**config.mk**
```make
export PLATFORM = sky130hd
export DESIGN_NAME = flash_mode_ctl
export DESIGN_NICKNAME = d
export VERILOG_FILES = /design/src/rtl/fmc_pkg.sv /design/src/rtl/fmc_rst_sync.sv /design/src/rtl/fmc_bank_ctl.sv /design/src/rtl/flash_mode_ctl.sv
export SDC_FILE = /design/constraint.sdc
export NUM_CORES = 1
export LEC_CHECK = 0
export ABC_AREA = 1
export BUFFER_PORTS_ARGS = -buffer_cell sky130_fd_sc_hd__buf_4
export CORE_ASPECT_RATIO = 1.1
export CORE_MARGIN = 5
export CORE_UTILIZATION = 48
export CTS_CLUSTER_SIZE = 10
export DETAILED_ROUTE_END_ITERATION = 10
export PLACE_DENSITY = 0.77
export SLEW_MARGIN = 20
export SYNTH_ARGS = -nofsm -noshare
export SYNTH_HDL_FRONTEND = slang
export SYNTH_SLANG_ARGS = --single-unit
```
**constraint.sdc**
```tcl
create_clock -name clk -period 0.85 [get_ports clk]
set_input_delay 0.0425 -clock clk [delete_from_list [all_inputs] [get_ports clk]]
set_output_delay 0.0425 -clock clk [all_outputs]
set_load 0.01 [all_outputs]
```
**src/rtl/fmc_pkg.sv**
```systemverilog
package fmc_pkg;
  localparam int REG_W   = 8;
  localparam int MODE_W  = 6;
  localparam int BIT_TOP = 7;
  localparam int BIT_SWE = 6;

  // Field order matches register bits 5..0
  typedef struct packed {
    logic esu;
    logic psu;
    logic ev;
    logic pv;
    logic e;
    logic p;
  } mode_bits_t;
endpackage

```
**src/rtl/fmc_rst_sync.sv**
```systemverilog
module fmc_rst_sync (
  input  logic clk,
  input  logic rst_n,
  output logic rst_sync_n
);
  logic stage_q;

  always_ff @(posedge clk or negedge rst_n) begin
    if (!rst_n) begin
      stage_q    <= 1'b0;
      rst_sync_n <= 1'b0;
    end else begin
      stage_q    <= 1'b1;
      rst_sync_n <= stage_q;
    end
  end
endmodule

```
**src/rtl/fmc_bank_ctl.sv**
```systemverilog
module fmc_bank_ctl
  import fmc_pkg::*;
(
  input  logic       clk,
  input  logic       rst_n,
  input  logic       wr_sel,
  input  mode_bits_t wbits,
  input  logic       permit,
  input  logic       clr,
  output mode_bits_t q,
  output logic       prog_act,
  output logic       erase_act,
  output logic       pver_act,
  output logic       ever_act
);
  mode_bits_t q_nxt;
  mode_bits_t rising;
  logic       other_rise;
  logic       wr_ok;

  always_comb begin
    rising     = wbits & ~q;
    other_rise = rising.esu | rising.psu | rising.ev | rising.pv | rising.e;
    wr_ok      = wr_sel & permit;
    q_nxt      = q;
    if (clr) begin
      q_nxt = '0;
    end else if (wr_ok) begin
      q_nxt.esu = wbits.esu;
      q_nxt.psu = wbits.psu;
      q_nxt.ev  = wbits.ev;
      q_nxt.pv  = wbits.pv;
      // action bits gated by setup bits held before this write
      if (q.esu) q_nxt.e = wbits.e;
      if (q.psu && !(wbits.p && other_rise)) q_nxt.p = wbits.p;
    end
  end

  always_ff @(posedge clk or negedge rst_n) begin
    if (!rst_n) q <= '0;
    else        q <= q_nxt;
  end

  always_comb begin
    prog_act  = q.p  & q.psu & permit;
    erase_act = q.e  & q.esu & permit;
    pver_act  = q.pv & permit;
    ever_act  = q.ev & permit;
  end
endmodule

```
**src/rtl/flash_mode_ctl.sv**
```systemverilog
module flash_mode_ctl
  import fmc_pkg::*;
#(
  parameter int NUM_BANKS = 2,
  localparam int SEL_W    = (NUM_BANKS > 1) ? $clog2(NUM_BANKS) : 1
) (
  input  logic                 clk,
  input  logic                 rst_n,
  input  logic                 ext_wen,
  input  logic                 flash_en,
  input  logic                 hw_stby,
  input  logic                 sw_stby,
  input  logic                 err_in,
  input  logic                 wr,
  input  logic [SEL_W-1:0]     sel,
  input  logic [REG_W-1:0]     wdata,
  output logic [REG_W-1:0]     rdata,
  output logic [NUM_BANKS-1:0] prog_act,
  output logic [NUM_BANKS-1:0] erase_act,
  output logic [NUM_BANKS-1:0] pver_act,
  output logic [NUM_BANKS-1:0] ever_act
);
  logic rst_sync_n;
  logic swe_q, swe_nxt;
  logic err_q, err_nxt;
  logic permit, mode_clr, swe_clr;
  logic [NUM_BANKS-1:0] wr_bank;
  logic [NUM_BANKS-1:0] esu_v, psu_v, e_v, p_v;
  logic [REG_W-1:0]     rd_word [NUM_BANKS];
  mode_bits_t           wbits;
  logic                 unused_wdata_top;

  assign unused_wdata_top = wdata[BIT_TOP];
  assign wbits            = mode_bits_t'(wdata[MODE_W-1:0]);

  fmc_rst_sync u_rst_sync (
    .clk        (clk),
    .rst_n      (rst_n),
    .rst_sync_n (rst_sync_n)
  );

  always_comb begin
    permit   = ext_wen & swe_q;
    swe_clr  = hw_stby | sw_stby | ~ext_wen;
    mode_clr = swe_clr | ~swe_q;
  end

  // software enable and sticky error flag
  always_comb begin
    swe_nxt = swe_q;
    if (swe_clr)         swe_nxt = 1'b0;
    else if (wr_bank[0]) swe_nxt = wdata[BIT_SWE];
    err_nxt = hw_stby ? 1'b0 : (err_q | err_in);
  end

  always_ff @(posedge clk or negedge rst_sync_n) begin
    if (!rst_sync_n) begin
      swe_q <= 1'b0;
      err_q <= 1'b0;
    end else begin
      swe_q <= swe_nxt;
      err_q <= err_nxt;
    end
  end

  for (genvar b = 0; b < NUM_BANKS; b++) begin : g_bank
    mode_bits_t q;

    assign wr_bank[b] = wr & flash_en & (int'(sel) == b);

    fmc_bank_ctl u_bank (
      .clk       (clk),
      .rst_n     (rst_sync_n),
      .wr_sel    (wr_bank[b]),
      .wbits     (wbits),
      .permit    (permit),
      .clr       (mode_clr),
      .q         (q),
      .prog_act  (prog_act[b]),
      .erase_act (erase_act[b]),
      .pver_act  (pver_act[b]),
      .ever_act  (ever_act[b])
    );

    assign esu_v[b] = q.esu;
    assign psu_v[b] = q.psu;
    assign e_v[b]   = q.e;
    assign p_v[b]   = q.p;

    if (b == 0) begin : g_first
      assign rd_word[b] = {ext_wen, swe_q, q};
    end else begin : g_other
      assign rd_word[b] = {err_q, 1'b0, q};
    end
  end

  always_comb begin
    rdata = '0;
    for (int i = 0; i < NUM_BANKS; i++) begin
      if (flash_en && int'(sel) == i) rdata = rd_word[i];
    end
  end
endmodule

```
# --- Word level (Yosys, flattened, before mapping) ---
# Index checks and enable logic that the tools add are counted.
word_totals:
  wordCells: 85
  ff_bits: 16
classes:
  mux: 13
  bitwise: 37
  reduce_logical: 19
op_table:
  columns: ["cell", "count"]
  rows:
  - ["6-bit two-way mux", 4]
  - ["1-bit AND", 18]
  - ["8-bit two-way mux", 2]
  - ["2-bit nonzero test", 7]
  - ["6-bit AND", 2]
  - ["6-bit inverter", 2]
  - ["1-bit OR", 12]
  - ["2-bit AND reduction", 4]
  - ["1-bit two-way mux", 7]
  - ["1-bit logical AND", 6]
  - ["1-bit inverter", 3]
  - ["1-bit zero test", 2]

# --- Depth between registers and ports, before layout ---
# Gate-level depths: netlist of run 1.
logic_depth:
  word_depth: 12
  depth_mapped: 7

# --- Hierarchy ---
# From an unflattened synthesis of run 1, not the netlist that was laid out.
unflattened:
  hier_cells: 139
  area_unflattened_um2: 988.4
modules_own_cells:
  columns: ["mod", "instances", "seq_area_each_um2", "cells_per_inst", "area_per_inst_um2"]
  rows:
  - ["fmc_bank_ctl", 2, 150.1, 46, 332.8]
  - ["flash_mode_ctl", 1, 50.0, 44, 269.0]
  - ["fmc_rst_sync", 1, 50.0, 3, 53.8]

# --- Worst setup path after synthesis of run 1 ---
# Ideal clock, no wire load.
synth_path:
  path_kind: "register to register"
  from: "register swe_q"
  to: "register g_bank[1].u_bank.q[1] (netlist name)"
  arrival_ns: 0.820
  stages_incl_launch_ff: 7
  required_ns: 0.787
  synth_period_minus_slack_ns: 0.882
  slack_ns: -0.032
  path_cell_list: "dfrtp_1 -> inv_1 -> nor2_4 -> nand2_1 -> nand3_1 -> nand2_1 -> inv_1"
synth_between:
  elab_chain_cells: 4
  elab_cells_between_ends: 8
synth_lines:
  columns: ["item", "line", "rtl"]
  rows:
  - ["start, declared", "flash_mode_ctl.sv:24", "logic swe_q, swe_nxt;"]
  - ["start signal, assigned", "flash_mode_ctl.sv:61", "swe_q <= swe_nxt;"]
  - ["1-bit AND / 1-bit inverter (equally long branches)", "flash_mode_ctl.sv:43, flash_mode_ctl.sv:45", null]
  - ["1-bit AND / 1-bit OR (equally long branches)", "fmc_bank_ctl.sv:24, flash_mode_ctl.sv:45", null]
  - ["2-bit nonzero test (no line)", null, null]
  - ["2-bit AND reduction (no line)", null, null]
# Several ways; a longest one is shown, not always the timed one.
# A chain may end at the register's enable or synchronous reset.

# --- Worst setup path in the final report of run 1 ---
layout_path:
  from: "register g_bank[0].u_bank.q[5] (netlist name)"
  to: "output rdata[5]"
layout_between:
  elab_chain_cells: 2
layout_lines:
  columns: ["item", "line", "rtl"]
  rows:
  - ["8-bit two-way mux (2 in a row)", "flash_mode_ctl.sv:100", "if (flash_en && int'(sel) == i) rdata = rd_word[i];"]
  - ["end, declared", "flash_mode_ctl.sv:17", "output logic [REG_W-1:0] rdata,"]
# No other way between the ends.

==> impl_metrics.xml, run 1 <==
<?xml version="1.0" encoding="UTF-8"?>
<metrics>
  <group name="setup_path">
    <metric name="critPathArrivalTime" unit="ps">1110</metric>
    <metric name="worst-endpoint-required" unit="ps">810</metric>
    <metric name="crit_fanout" unit="">5</metric>
    <metric name="timing.setup.critical_path_class" unit="">reg2out</metric>
    <metric name="worstSetupEndpointType" unit="">output port</metric>
    <metric name="worst_r2r_startpoint" unit="">swe_q</metric>
    <metric name="setup.worst_path.start_class" unit="">flop</metric>
    <metric name="setup.worst_path.start" unit="">g_bank[0].u_bank.q[5]</metric>
  </group>
  <group name="routing">
    <metric name="maxUsedRoutingLayer" unit="">met4</metric>
    <metric name="dr.pass1.iters" unit="">6</metric>
    <metric name="route.met2.wl" unit="um">1860</metric>
    <metric name="drc" unit="">0</metric>
    <metric name="route.layer.met1.wl" unit="um">1390</metric>
    <metric name="met3RoutedLength" unit="um">173</metric>
    <metric name="detailroute.via_count" unit="">1142</metric>
    <metric name="post_drt_via_cell_ratio" unit="">5.29</metric>
    <metric name="drt-wirelength-per-cell" unit="um">16.3</metric>
    <metric name="detail_route.wirelength" unit="um">3530</metric>
    <metric name="ant_nets" unit="">0</metric>
    <metric name="drc_marker_count_from_the_first_detailed_route_iteration" unit="">35</metric>
  </group>
  <group name="yosys">
    <metric name="synth.top_cells.by_count" unit="">29 x nand2_1, 24 x inv_1, 16 x dfrtp_1</metric>
    <metric name="yosysWarnings" unit="">0</metric>
    <metric name="synth_cell_type_count" unit="">19</metric>
    <metric name="synth_top_cell_by_area" unit="">dfrtp_1</metric>
    <metric name="syn-instance-count" unit="">133</metric>
    <metric name="synth_enable_flop_cells" unit="">0</metric>
    <metric name="async_reset_ff_share" unit="%">100</metric>
    <metric name="synthFlopType" unit="">dfrtp_1</metric>
    <metric name="count_of_state_elements_after_synthesis" unit="">16</metric>
    <metric name="syn-num-nets" unit="">150</metric>
    <metric name="synth.most_common_cell" unit="">nand2_1</metric>
    <metric name="ys_top_cells_by_area" unit="">dfrtp_1 42%, nand2_1 11%, inv_1 9.4%, o21ai_0 7.3%, buf_4 6.2%</metric>
    <metric name="syn-mean-instance-area" unit="sq um">7.24</metric>
    <metric name="synthesis.area" unit="sq um">963</metric>
    <metric name="synth.yosys.seq_area_share" unit="%">41.6</metric>
    <metric name="synth_largest_type_area_fraction" unit="%">41.6</metric>
  </group>
  <group name="clock_tree">
    <metric name="tritoncts.num_buffers" unit="">3</metric>
    <metric name="clk_pin_slew" unit="ps">100</metric>
    <metric name="cell_chosen_for_the_clock_root" unit="">clkbuf_4</metric>
    <metric name="clkSinkCount" unit="">16</metric>
    <metric name="worstSkewPairLatency" unit="ps">280</metric>
    <metric name="clk_path_buf_depth" unit="">2</metric>
    <metric name="clock_tree_from_tritoncts" unit="">built</metric>
    <metric name="ctsHtreeMaxLevel" unit="">1</metric>
  </group>
  <group name="die">
    <metric name="core-area" unit="sq mm">0.00196</metric>
    <metric name="floorplan.die.width" unit="um">52.7</metric>
    <metric name="std_cell_rows" unit="">17</metric>
    <metric name="die_height" unit="um">57.0</metric>
    <metric name="floorplan.die_area" unit="sq mm">0.00300</metric>
    <metric name="io_pins" unit="">33</metric>
    <metric name="initial_core_util" unit="%">49.2</metric>
  </group>
  <group name="cells_and_area">
    <metric name="antennaDiodeCount" unit="">0</metric>
    <metric name="flow.area_growth_from_synthesis" unit="%">72.1</metric>
    <metric name="final-instance-count-excl-fill" unit="">216</metric>
    <metric name="num-nets-final" unit="">207</metric>
    <metric name="post_route_cells_drive_above_1_share" unit="%">61.7</metric>
  </group>
  <group name="timing">
    <metric name="timing.clock.skew" unit="ps">0.804</metric>
    <metric name="final.setup.worst_slack" unit="ps">-302</metric>
    <metric name="rsz0062_at_grt" unit="">true</metric>
    <metric name="final.period_utilization" unit="%">136</metric>
    <metric name="totalNegativeSetupSlack" unit="ps">-7020</metric>
    <metric name="final_hold_viols" unit="">0</metric>
    <metric name="final_period_minus_worst_setup_slack" unit="ps">1150</metric>
    <metric name="maxSlewViolCount" unit="">0</metric>
    <metric name="fmax" unit="MHz">868</metric>
    <metric name="timing.final.setup_violations" unit="">29</metric>
  </group>
  <group name="global_route">
    <metric name="grt_usage" unit="%">21.3</metric>
    <metric name="number_of_global_route_vias_before_repair" unit="">1092</metric>
    <metric name="grt_overflow" unit="">0</metric>
    <metric name="wire_length_of_the_first_global_routing_pass" unit="um">4930</metric>
    <metric name="grt_antenna_before_repair" unit="">0</metric>
    <metric name="grt_start_max_net_pins" unit="">15</metric>
  </group>
  <group name="placed_design">
    <metric name="finalWeightedCongestion" unit="">0.872</metric>
    <metric name="port_buffers" unit="">31</metric>
    <metric name="place_hpwl" unit="um">1900</metric>
    <metric name="numPlacedInstances" unit="">192</metric>
  </group>
  <group name="outcome">
    <metric name="violations" unit="">negative setup slack</metric>
    <metric name="status" unit="">finished with violations</metric>
  </group>
  <group name="min_path">
    <metric name="hold_path_startpoint" unit="">wdata[6]</metric>
    <metric name="hold_path_class" unit="">in2reg</metric>
  </group>
  <group name="power_and_ir_drop">
    <metric name="irDropWorstVdd" unit="uV">975</metric>
    <metric name="overall_power_of_the_completed_layout" unit="W">0.00141</metric>
    <metric name="total_leakage_power" unit="nW">0.809</metric>
    <metric name="power.density_cell_area" unit="mW/mm^2">851</metric>
  </group>
  <group name="job">
    <metric name="cap_viol_max_count" unit="">0</metric>
  </group>
</metrics>
[layout by cell type, fill, tap and decap left out, types with 2 or more instances in the layout]
cell | netlist | final
buf_4 | 8 | 47
nand2_1 | 29 | 20
dfrtp_1 | 16 | 15
inv_2 | 1 | 13
inv_1 | 24 | 12
buf_6 | 0 | 10
nor2_1 | 14 | 9
o21ai_1 | 1 | 8
nor2_2 | 1 | 6
nand2_4 | 1 | 6
nand2_2 | 3 | 6
o22ai_2 | 0 | 5
o21ai_2 | 1 | 5
nor3_2 | 0 | 3
nand3_1 | 5 | 3
clkbuf_4 | 0 | 3
dlygate4sd3_1 | 0 | 3
o21ai_4 | 0 | 2
a21oi_2 | 0 | 2
nand3_2 | 0 | 2
[per-stage QoR]
step / util, % / hold WS [ps] / cell area [sq um] / setup WS [ps]
2_1_floorplan: - / -253 / 963 / 1.97
3_3_place_gp: 62.9 / -176 / 1230 / -139
3_5_place_dp: 62.9 / -174 / 1230 / -181
4_1_cts: 74.9 / 14.7 / 1470 / -301
5_1_grt: 84.7 / 29.1 / 1660 / -353
6_report: 84.7 / 26.1 / 1660 / -302
[cell families after synthesis]
group,share of synthesized area (%)
AO/OA/AOI/OAI,13.6
flip-flops,41.6
AND/OR/NAND/NOR,28.4
other,0.389
buffers and inverters,16.0
[worst max-delay path, cell delays in order, from the launching register on]
cell,delay (ps)
dfrtp_1,420
inv_2,140
o22ai_2,100
buf_4,180
[layout make-up]
type                    instances  area (sq um)
multi-input cells              84           609
repair buffers                 60           495
inverters                      25          93.8
clock buffers                   3          22.5
fillers                       117           299
well taps                      28          35.0
flip-flops and latches         16           402
[timing repair]
item	CTS	global route
gates resized for setup	43	37
setup endpoints to repair	29	29
buffers inserted	10	9
pin swaps	16	14
hold buffers	3	0
hold endpoints to repair	3	0
[sequential cells by signal, indices dropped and copies added, names as in the netlist]
signal	flops
swe_q	1
u_rst_sync.rst_sync_n	1
g_bank.u_bank.q	12
err_q	1
u_rst_sync.stage_q	1
[layer usage]
layer / global-route usage (%) / vias to the layer above
li1: - / 518
met1: 28.7 / 553
met2: 33.9 / 57
met3: 4.70 / 14
met4: 6.20 / 0
met5: 0 / -
[worst paths after layout]
path                       slack, ps                    end  depth (start not counted)
setup reg to reg                -260  g_bank[0].u_bank.q[4]                          5
hold reg to reg                  180  g_bank[1].u_bank.q[1]                          1
min in group asynchronous         70     u_rst_sync.stage_q                          2
hold / removal                    30                  swe_q                          3
max in group asynchronous        470                  swe_q                          1
setup / recovery                -300               rdata[5]                          3
[power breakdown]
group          switching [W]  internal (W)
clock               0.000242      0.000164
sequential        0.00000347      0.000769
combinational       0.000134     0.0000991
Note: power is estimated with default switching activity, not from simulation.
==> inputs of run 2 (changes only) <==
CORE_MARGIN = not set   (was 5)
SKIP_LAST_GASP = 1   (was not set)
==> run 2 against run 1 <==
Against the previous run: the run still ends with negative setup slack left; sequential power about the same; critical path type unchanged; critical path depth up 1; highest routed layer unchanged; non-clock buffer count unchanged.
==> impl_metrics.xml, run 2 (synthesis gave the netlist of run 1 again) <==
<?xml version="1.0" encoding="UTF-8"?>
<metrics>
  <group name="outcome">
    <metric name="status" unit="">finished with violations</metric>
    <metric name="violations" unit="">negative setup slack</metric>
  </group>
  <group name="power_and_ir_drop">
    <metric name="power.density_cell_area" unit="mW/mm^2">893</metric>
    <metric name="total_leakage_power" unit="nW">0.767</metric>
    <metric name="overall_power_of_the_completed_layout" unit="W">0.00142</metric>
    <metric name="irDropWorstVdd" unit="uV">880</metric>
  </group>
  <group name="global_route">
    <metric name="wire_length_of_the_first_global_routing_pass" unit="um">4370</metric>
    <metric name="grt_usage" unit="%">27.7</metric>
    <metric name="grt_antenna_before_repair" unit="">0</metric>
    <metric name="grt_overflow" unit="">0</metric>
    <metric name="grt_start_max_net_pins" unit="">15</metric>
    <metric name="number_of_global_route_vias_before_repair" unit="">976</metric>
  </group>
  <group name="cells_and_area">
    <metric name="antennaDiodeCount" unit="">0</metric>
    <metric name="final_common_cell" unit="">buf_4</metric>
    <metric name="register_with_the_most_flip_flops" unit="">g_bank.u_bank.q</metric>
    <metric name="flow.area_growth_from_synthesis" unit="%">64.9</metric>
    <metric name="sequential_cell_area" unit="sq um">400</metric>
    <metric name="mostFrequentLayoutCells" unit="">50 x buf_4, 26 x nand2_1, 16 x dfrtp_1</metric>
    <metric name="post_route_cells_drive_above_1_share" unit="%">55.3</metric>
    <metric name="final-instance-count-excl-fill" unit="">215</metric>
    <metric name="layout.core_utilization" unit="%">86.3</metric>
    <metric name="num-nets-final" unit="">207</metric>
    <metric name="layout_filler_cell_count" unit="">93</metric>
    <metric name="multi_input_comb_area" unit="sq um">547</metric>
    <metric name="number_of_flip_flops_under_the_largest_register_name" unit="">12</metric>
  </group>
  <group name="routing">
    <metric name="drc_marker_count_from_the_first_detailed_route_iteration" unit="">86</metric>
    <metric name="post_drt_via_cell_ratio" unit="">5.40</metric>
    <metric name="dr.pass1.iters" unit="">4</metric>
    <metric name="drc" unit="">0</metric>
    <metric name="drt-wirelength-per-cell" unit="um">16.2</metric>
    <metric name="ant_nets" unit="">0</metric>
    <metric name="detailroute.via_count" unit="">1162</metric>
    <metric name="detail_route.wirelength" unit="um">3490</metric>
  </group>
  <group name="timing">
    <metric name="final_period_minus_worst_setup_slack" unit="ps">1170</metric>
    <metric name="final_hold_viols" unit="">0</metric>
    <metric name="final.period_utilization" unit="%">138</metric>
    <metric name="whs" unit="ps">16.4</metric>
    <metric name="fmax" unit="MHz">851</metric>
    <metric name="timing.final.setup_violations" unit="">29</metric>
    <metric name="final.setup.worst_slack" unit="ps">-325</metric>
    <metric name="totalNegativeSetupSlack" unit="ps">-6980</metric>
    <metric name="maxSlewViolCount" unit="">0</metric>
    <metric name="timing.clock.skew" unit="ps">5.56</metric>
    <metric name="rsz0062_at_grt" unit="">true</metric>
  </group>
  <group name="clock_tree">
    <metric name="ctsHtreeMaxLevel" unit="">1</metric>
    <metric name="clk_pin_slew" unit="ps">100</metric>
    <metric name="clk_path_buf_depth" unit="">2</metric>
    <metric name="tritoncts.num_buffers" unit="">3</metric>
    <metric name="clock_tree_from_tritoncts" unit="">built</metric>
    <metric name="clkSinkCount" unit="">16</metric>
    <metric name="cell_chosen_for_the_clock_root" unit="">clkbuf_4</metric>
    <metric name="worstSkewPairLatency" unit="ps">290</metric>
  </group>
  <group name="die">
    <metric name="core-area" unit="sq mm">0.00184</metric>
    <metric name="std_cell_rows" unit="">16</metric>
    <metric name="floorplan.die_area" unit="sq mm">0.00219</metric>
    <metric name="floorplan.die.width" unit="um">44.7</metric>
    <metric name="io_pins" unit="">33</metric>
    <metric name="initial_core_util" unit="%">52.3</metric>
    <metric name="die_height" unit="um">49.0</metric>
  </group>
  <group name="setup_path">
    <metric name="worstPathBufferInverterCount" unit="">3</metric>
    <metric name="critical-path-slowest-cell" unit="">dfrtp_1</metric>
    <metric name="worstSetupEndpointType" unit="">output port</metric>
    <metric name="crit_fanout" unit="">3</metric>
    <metric name="worst-endpoint-required" unit="ps">810</metric>
    <metric name="critPathArrivalTime" unit="ps">1130</metric>
    <metric name="setup.worst_path.start_class" unit="">flop</metric>
    <metric name="timing.setup.critical_path_class" unit="">reg2out</metric>
    <metric name="max_stage_delay" unit="ps">410</metric>
    <metric name="path_delay_family" unit="">flip-flops</metric>
    <metric name="path_cells" unit="">inv_2 -&gt; buf_6 -&gt; o22ai_2 -&gt; buf_4</metric>
  </group>
  <group name="placed_design">
    <metric name="finalWeightedCongestion" unit="">0.896</metric>
    <metric name="numPlacedInstances" unit="">191</metric>
    <metric name="port_buffers" unit="">31</metric>
    <metric name="place_hpwl" unit="um">1750</metric>
  </group>
  <group name="job">
    <metric name="cap_viol_max_count" unit="">0</metric>
  </group>
  <group name="min_path">
    <metric name="hold_path_class" unit="">in2reg</metric>
  </group>
</metrics>
-- run 2: through the flow --
step / setup slack [ps] / area (sq um)
6_report: -325 / 1590
5_1_grt: -383 / 1590
4_1_cts: -310 / 1470
3_5_place_dp: -164 / 1230
3_3_place_gp: -135 / 1230
2_1_floorplan: 1.97 / 963
-- run 2: area by class of cell --
class / instances / share of cell area [%]
multi-input combinational: 84 / 34.4
timing repair buffer: 60 / 30.9
inverter: 25 / 5.91
sequential: 16 / 25.2
clock buffer: 3 / 1.42
tap: 27 / 2.13
-- run 2: power by group --
part | switching, W | leakage, nW | internal (W) | total, W
combinational | 0.000129 | 0.535 | 0.0000949 | 0.000223
clock | 0.000258 | 0.0138 | 0.000165 | 0.000423
sequential | 0.00000336 | 0.217 | 0.000769 | 0.000772
-- run 2: what timing repair did --
item                                    4_1_cts  5_1_grt
endpoints found under the setup margin       29       29
resized for setup                            45       11
hold buffers                                  4        0
hold endpoints to repair                      4        0
pin swaps                                    11        5
buffers inserted                              8        9
-- run 2: worst paths after layout --
| kind | from | to | slack [ps] | depth (start not counted) |
|---|---|---|---|---|
| setup / recovery | g_bank[0].u_bank.q[5] | rdata[5] | -320 | 4 |
| hold / removal | wdata[0] | g_bank[0].u_bank.q[0] | 20 | 3 |
| setup reg to reg | swe_q | g_bank[1].u_bank.q[1] | -280 | 7 |
| hold reg to reg | u_rst_sync.rst_sync_n | swe_q | 170 | 1 |
| max in group asynchronous | u_rst_sync.rst_sync_n | g_bank[1].u_bank.q[3] | 500 | 1 |
| min in group asynchronous | rst_n | u_rst_sync.stage_q | 70 | 2 |
-- run 2: layer usage --
layer	vias up	track usage, %	wire length (um)
met5	-	0	0
met4	0	8.08	120
met3	17	4.44	253
met2	70	46.6	1730
met1	554	35.8	1390
li1	521	-	-
-- run 2: tightest hold or removal path, delay by kind of cell --
kind                   cells  cell delay (ps)
AO/OA/AOI/OAI              2              140
buffers and inverters      1               90
==> inputs of run 3 (changes only) <==
RECOVER_POWER = 25   (was not set)
==> run 3 against run 2 <==
Against the previous run: first-iteration DRC count decreased by 1.2%; worst hold slack got worse by 2.7 ps; the flow still finishes with violations (negative setup slack); register-to-register slack about the same; highest routed layer unchanged; largest power group unchanged; non-clock buffer count unchanged; sequential power about the same; clock skew fell by 0.59 ps.
==> impl_metrics.xml, run 3 (synthesis gave the netlist of run 1 again) <==
<?xml version="1.0" encoding="UTF-8"?>
<metrics>
  <group name="outcome">
    <metric name="status" unit="">finished with violations</metric>
    <metric name="violations" unit="">negative setup slack</metric>
  </group>
  <group name="die">
    <metric name="std_cell_rows" unit="">16</metric>
    <metric name="core-area" unit="sq mm">0.00184</metric>
    <metric name="floorplan.die_area" unit="sq mm">0.00219</metric>
    <metric name="initial_core_util" unit="%">52.3</metric>
    <metric name="die_height" unit="um">49.0</metric>
    <metric name="floorplan.die.width" unit="um">44.7</metric>
    <metric name="io_pins" unit="">33</metric>
  </group>
  <group name="cells_and_area">
    <metric name="number_of_flip_flops_under_the_largest_register_name" unit="">12</metric>
    <metric name="antennaDiodeCount" unit="">0</metric>
    <metric name="num-nets-final" unit="">207</metric>
    <metric name="layout_filler_cell_count" unit="">96</metric>
    <metric name="final_common_cell" unit="">buf_4</metric>
    <metric name="final-instance-count-excl-fill" unit="">215</metric>
    <metric name="register_with_the_most_flip_flops" unit="">g_bank.u_bank.q</metric>
    <metric name="post_route_cells_drive_above_1_share" unit="%">54.8</metric>
    <metric name="flow.area_growth_from_synthesis" unit="%">64.3</metric>
    <metric name="mostFrequentLayoutCells" unit="">48 x buf_4, 26 x nand2_1, 16 x dfrtp_1</metric>
  </group>
  <group name="routing">
    <metric name="detail_route.wirelength" unit="um">3500</metric>
    <metric name="ant_nets" unit="">0</metric>
    <metric name="drc" unit="">0</metric>
    <metric name="dr.pass1.iters" unit="">4</metric>
    <metric name="detailroute.via_count" unit="">1164</metric>
    <metric name="drc_marker_count_from_the_first_detailed_route_iteration" unit="">85</metric>
    <metric name="drt-wirelength-per-cell" unit="um">16.3</metric>
    <metric name="post_drt_via_cell_ratio" unit="">5.41</metric>
  </group>
  <group name="setup_path">
    <metric name="critPathArrivalTime" unit="ps">1130</metric>
    <metric name="setup.worst_path.start_class" unit="">flop</metric>
    <metric name="worst-endpoint-required" unit="ps">810</metric>
    <metric name="critical-path-slowest-cell" unit="">dfrtp_1</metric>
    <metric name="crit_fanout" unit="">3</metric>
    <metric name="path_delay_family" unit="">flip-flops</metric>
    <metric name="worstPathBufferInverterCount" unit="">3</metric>
    <metric name="worstSetupEndpointType" unit="">output port</metric>
    <metric name="max_stage_delay" unit="ps">410</metric>
    <metric name="path_cells" unit="">inv_2 -&gt; buf_6 -&gt; o22ai_2 -&gt; buf_4</metric>
    <metric name="timing.setup.critical_path_class" unit="">reg2out</metric>
  </group>
  <group name="global_route">
    <metric name="wire_length_of_the_first_global_routing_pass" unit="um">4370</metric>
    <metric name="grt_usage" unit="%">27.7</metric>
    <metric name="grt_overflow" unit="">0</metric>
    <metric name="grt_antenna_before_repair" unit="">0</metric>
    <metric name="grt_start_max_net_pins" unit="">15</metric>
    <metric name="number_of_global_route_vias_before_repair" unit="">976</metric>
  </group>
  <group name="timing">
    <metric name="final_hold_viols" unit="">0</metric>
    <metric name="rsz0062_at_grt" unit="">true</metric>
    <metric name="whs" unit="ps">13.7</metric>
    <metric name="timing.final.setup_violations" unit="">29</metric>
    <metric name="final.setup.worst_slack" unit="ps">-325</metric>
    <metric name="fmax" unit="MHz">851</metric>
    <metric name="maxSlewViolCount" unit="">0</metric>
    <metric name="final_period_minus_worst_setup_slack" unit="ps">1180</metric>
    <metric name="timing.clock.skew" unit="ps">4.97</metric>
    <metric name="totalNegativeSetupSlack" unit="ps">-7060</metric>
    <metric name="final.period_utilization" unit="%">138</metric>
  </group>
  <group name="placed_design">
    <metric name="place_hpwl" unit="um">1750</metric>
    <metric name="port_buffers" unit="">31</metric>
    <metric name="pre_cts_slack" unit="ps">-164</metric>
    <metric name="finalWeightedCongestion" unit="">0.896</metric>
    <metric name="numPlacedInstances" unit="">191</metric>
  </group>
  <group name="power_and_ir_drop">
    <metric name="power.density_cell_area" unit="mW/mm^2">897</metric>
    <metric name="total_leakage_power" unit="nW">0.762</metric>
    <metric name="irDropWorstVdd" unit="uV">877</metric>
  </group>
  <group name="min_path">
    <metric name="hold_path_class" unit="">in2reg</metric>
  </group>
  <group name="clock_tree">
    <metric name="clk_pin_slew" unit="ps">100</metric>
    <metric name="tritoncts.num_buffers" unit="">3</metric>
    <metric name="ctsHtreeMaxLevel" unit="">1</metric>
    <metric name="worstSkewPairLatency" unit="ps">300</metric>
    <metric name="clkSinkCount" unit="">16</metric>
    <metric name="clock_tree_from_tritoncts" unit="">built</metric>
    <metric name="cell_chosen_for_the_clock_root" unit="">clkbuf_4</metric>
    <metric name="clk_path_buf_depth" unit="">2</metric>
  </group>
  <group name="job">
    <metric name="cap_viol_max_count" unit="">0</metric>
  </group>
</metrics>
==> run 3: timing repair <==
item,4_1_cts,5_1_grt
pin swaps,11,5
hold buffers,4,0
endpoints found under the setup margin,29,29
resized for setup,45,11
setup buffers,8,9
endpoints found under the hold margin,4,0
gates cloned,0,0
==> run 3: worst paths after layout <==
kind / startpoint / endpoint / slack [ps] / cells after the start
max: g_bank[0].u_bank.q[5] / rdata[5] / -330 / 4
min: wdata[0] / g_bank[0].u_bank.q[0] / 10 / 3
max reg2reg: swe_q / g_bank[1].u_bank.q[1] / -280 / 7
min reg2reg: u_rst_sync.rst_sync_n / g_bank[0].u_bank.q[1] / 230 / 1
max in group asynchronous: u_rst_sync.rst_sync_n / g_bank[1].u_bank.q[3] / 350 / 1
min in group asynchronous: rst_n / u_rst_sync.stage_q / 60 / 2
==> run 3: through the flow <==
| step | util [%] | total power, W | instance area [sq um] |
|---|---|---|---|
| after floorplan | - | 0.000859 | 963 |
| after global placement | 66.8 | 0.000953 | 1230 |
| after detailed placement | 66.8 | 0.000955 | 1230 |
| after CTS | 79.6 | 0.00139 | 1470 |
| after global routing | 85.9 | 0.00148 | 1580 |
| final | 85.9 | 0.00142 | 1580 |
==> run 3: area by class of cell <==
type,instances,area (sq um),share of cell area (%)
clock buffers,3,22.5,1.42
inverters,25,93.8,5.93
repair buffers,60,485,30.7
flip-flops and latches,16,400,25.3
well taps,27,33.8,2.13
multi-input cells,84,547,34.5
==> run 3: where the power goes <==
part / leakage, nW / internal, W / switching (W) / total, W
combinational: 0.531 / 0.0000914 / 0.000128 / 0.000220
clock: 0.0138 / 0.000165 / 0.000263 / 0.000428
sequential: 0.217 / 0.000769 / 0.00000330 / 0.000772
==> run 3: tightest hold or removal path: cells and delay by family <==
family / cells / cell delay [ps]
AO/OA/AOI/OAI: 2 / 140
buffers and inverters: 1 / 90
==> run 3: metal layers <==
| layer | share of wire (%) | wire length, um | track usage, % |
|---|---|---|---|
| met1 | 39 | 1380 | 35.8 |
| met2 | 49 | 1730 | 46.6 |
| met3 | 8.1 | 283 | 4.44 |
| met4 | 3.1 | 108 | 8.08 |
| met5 | 0 | 0 | 0 |
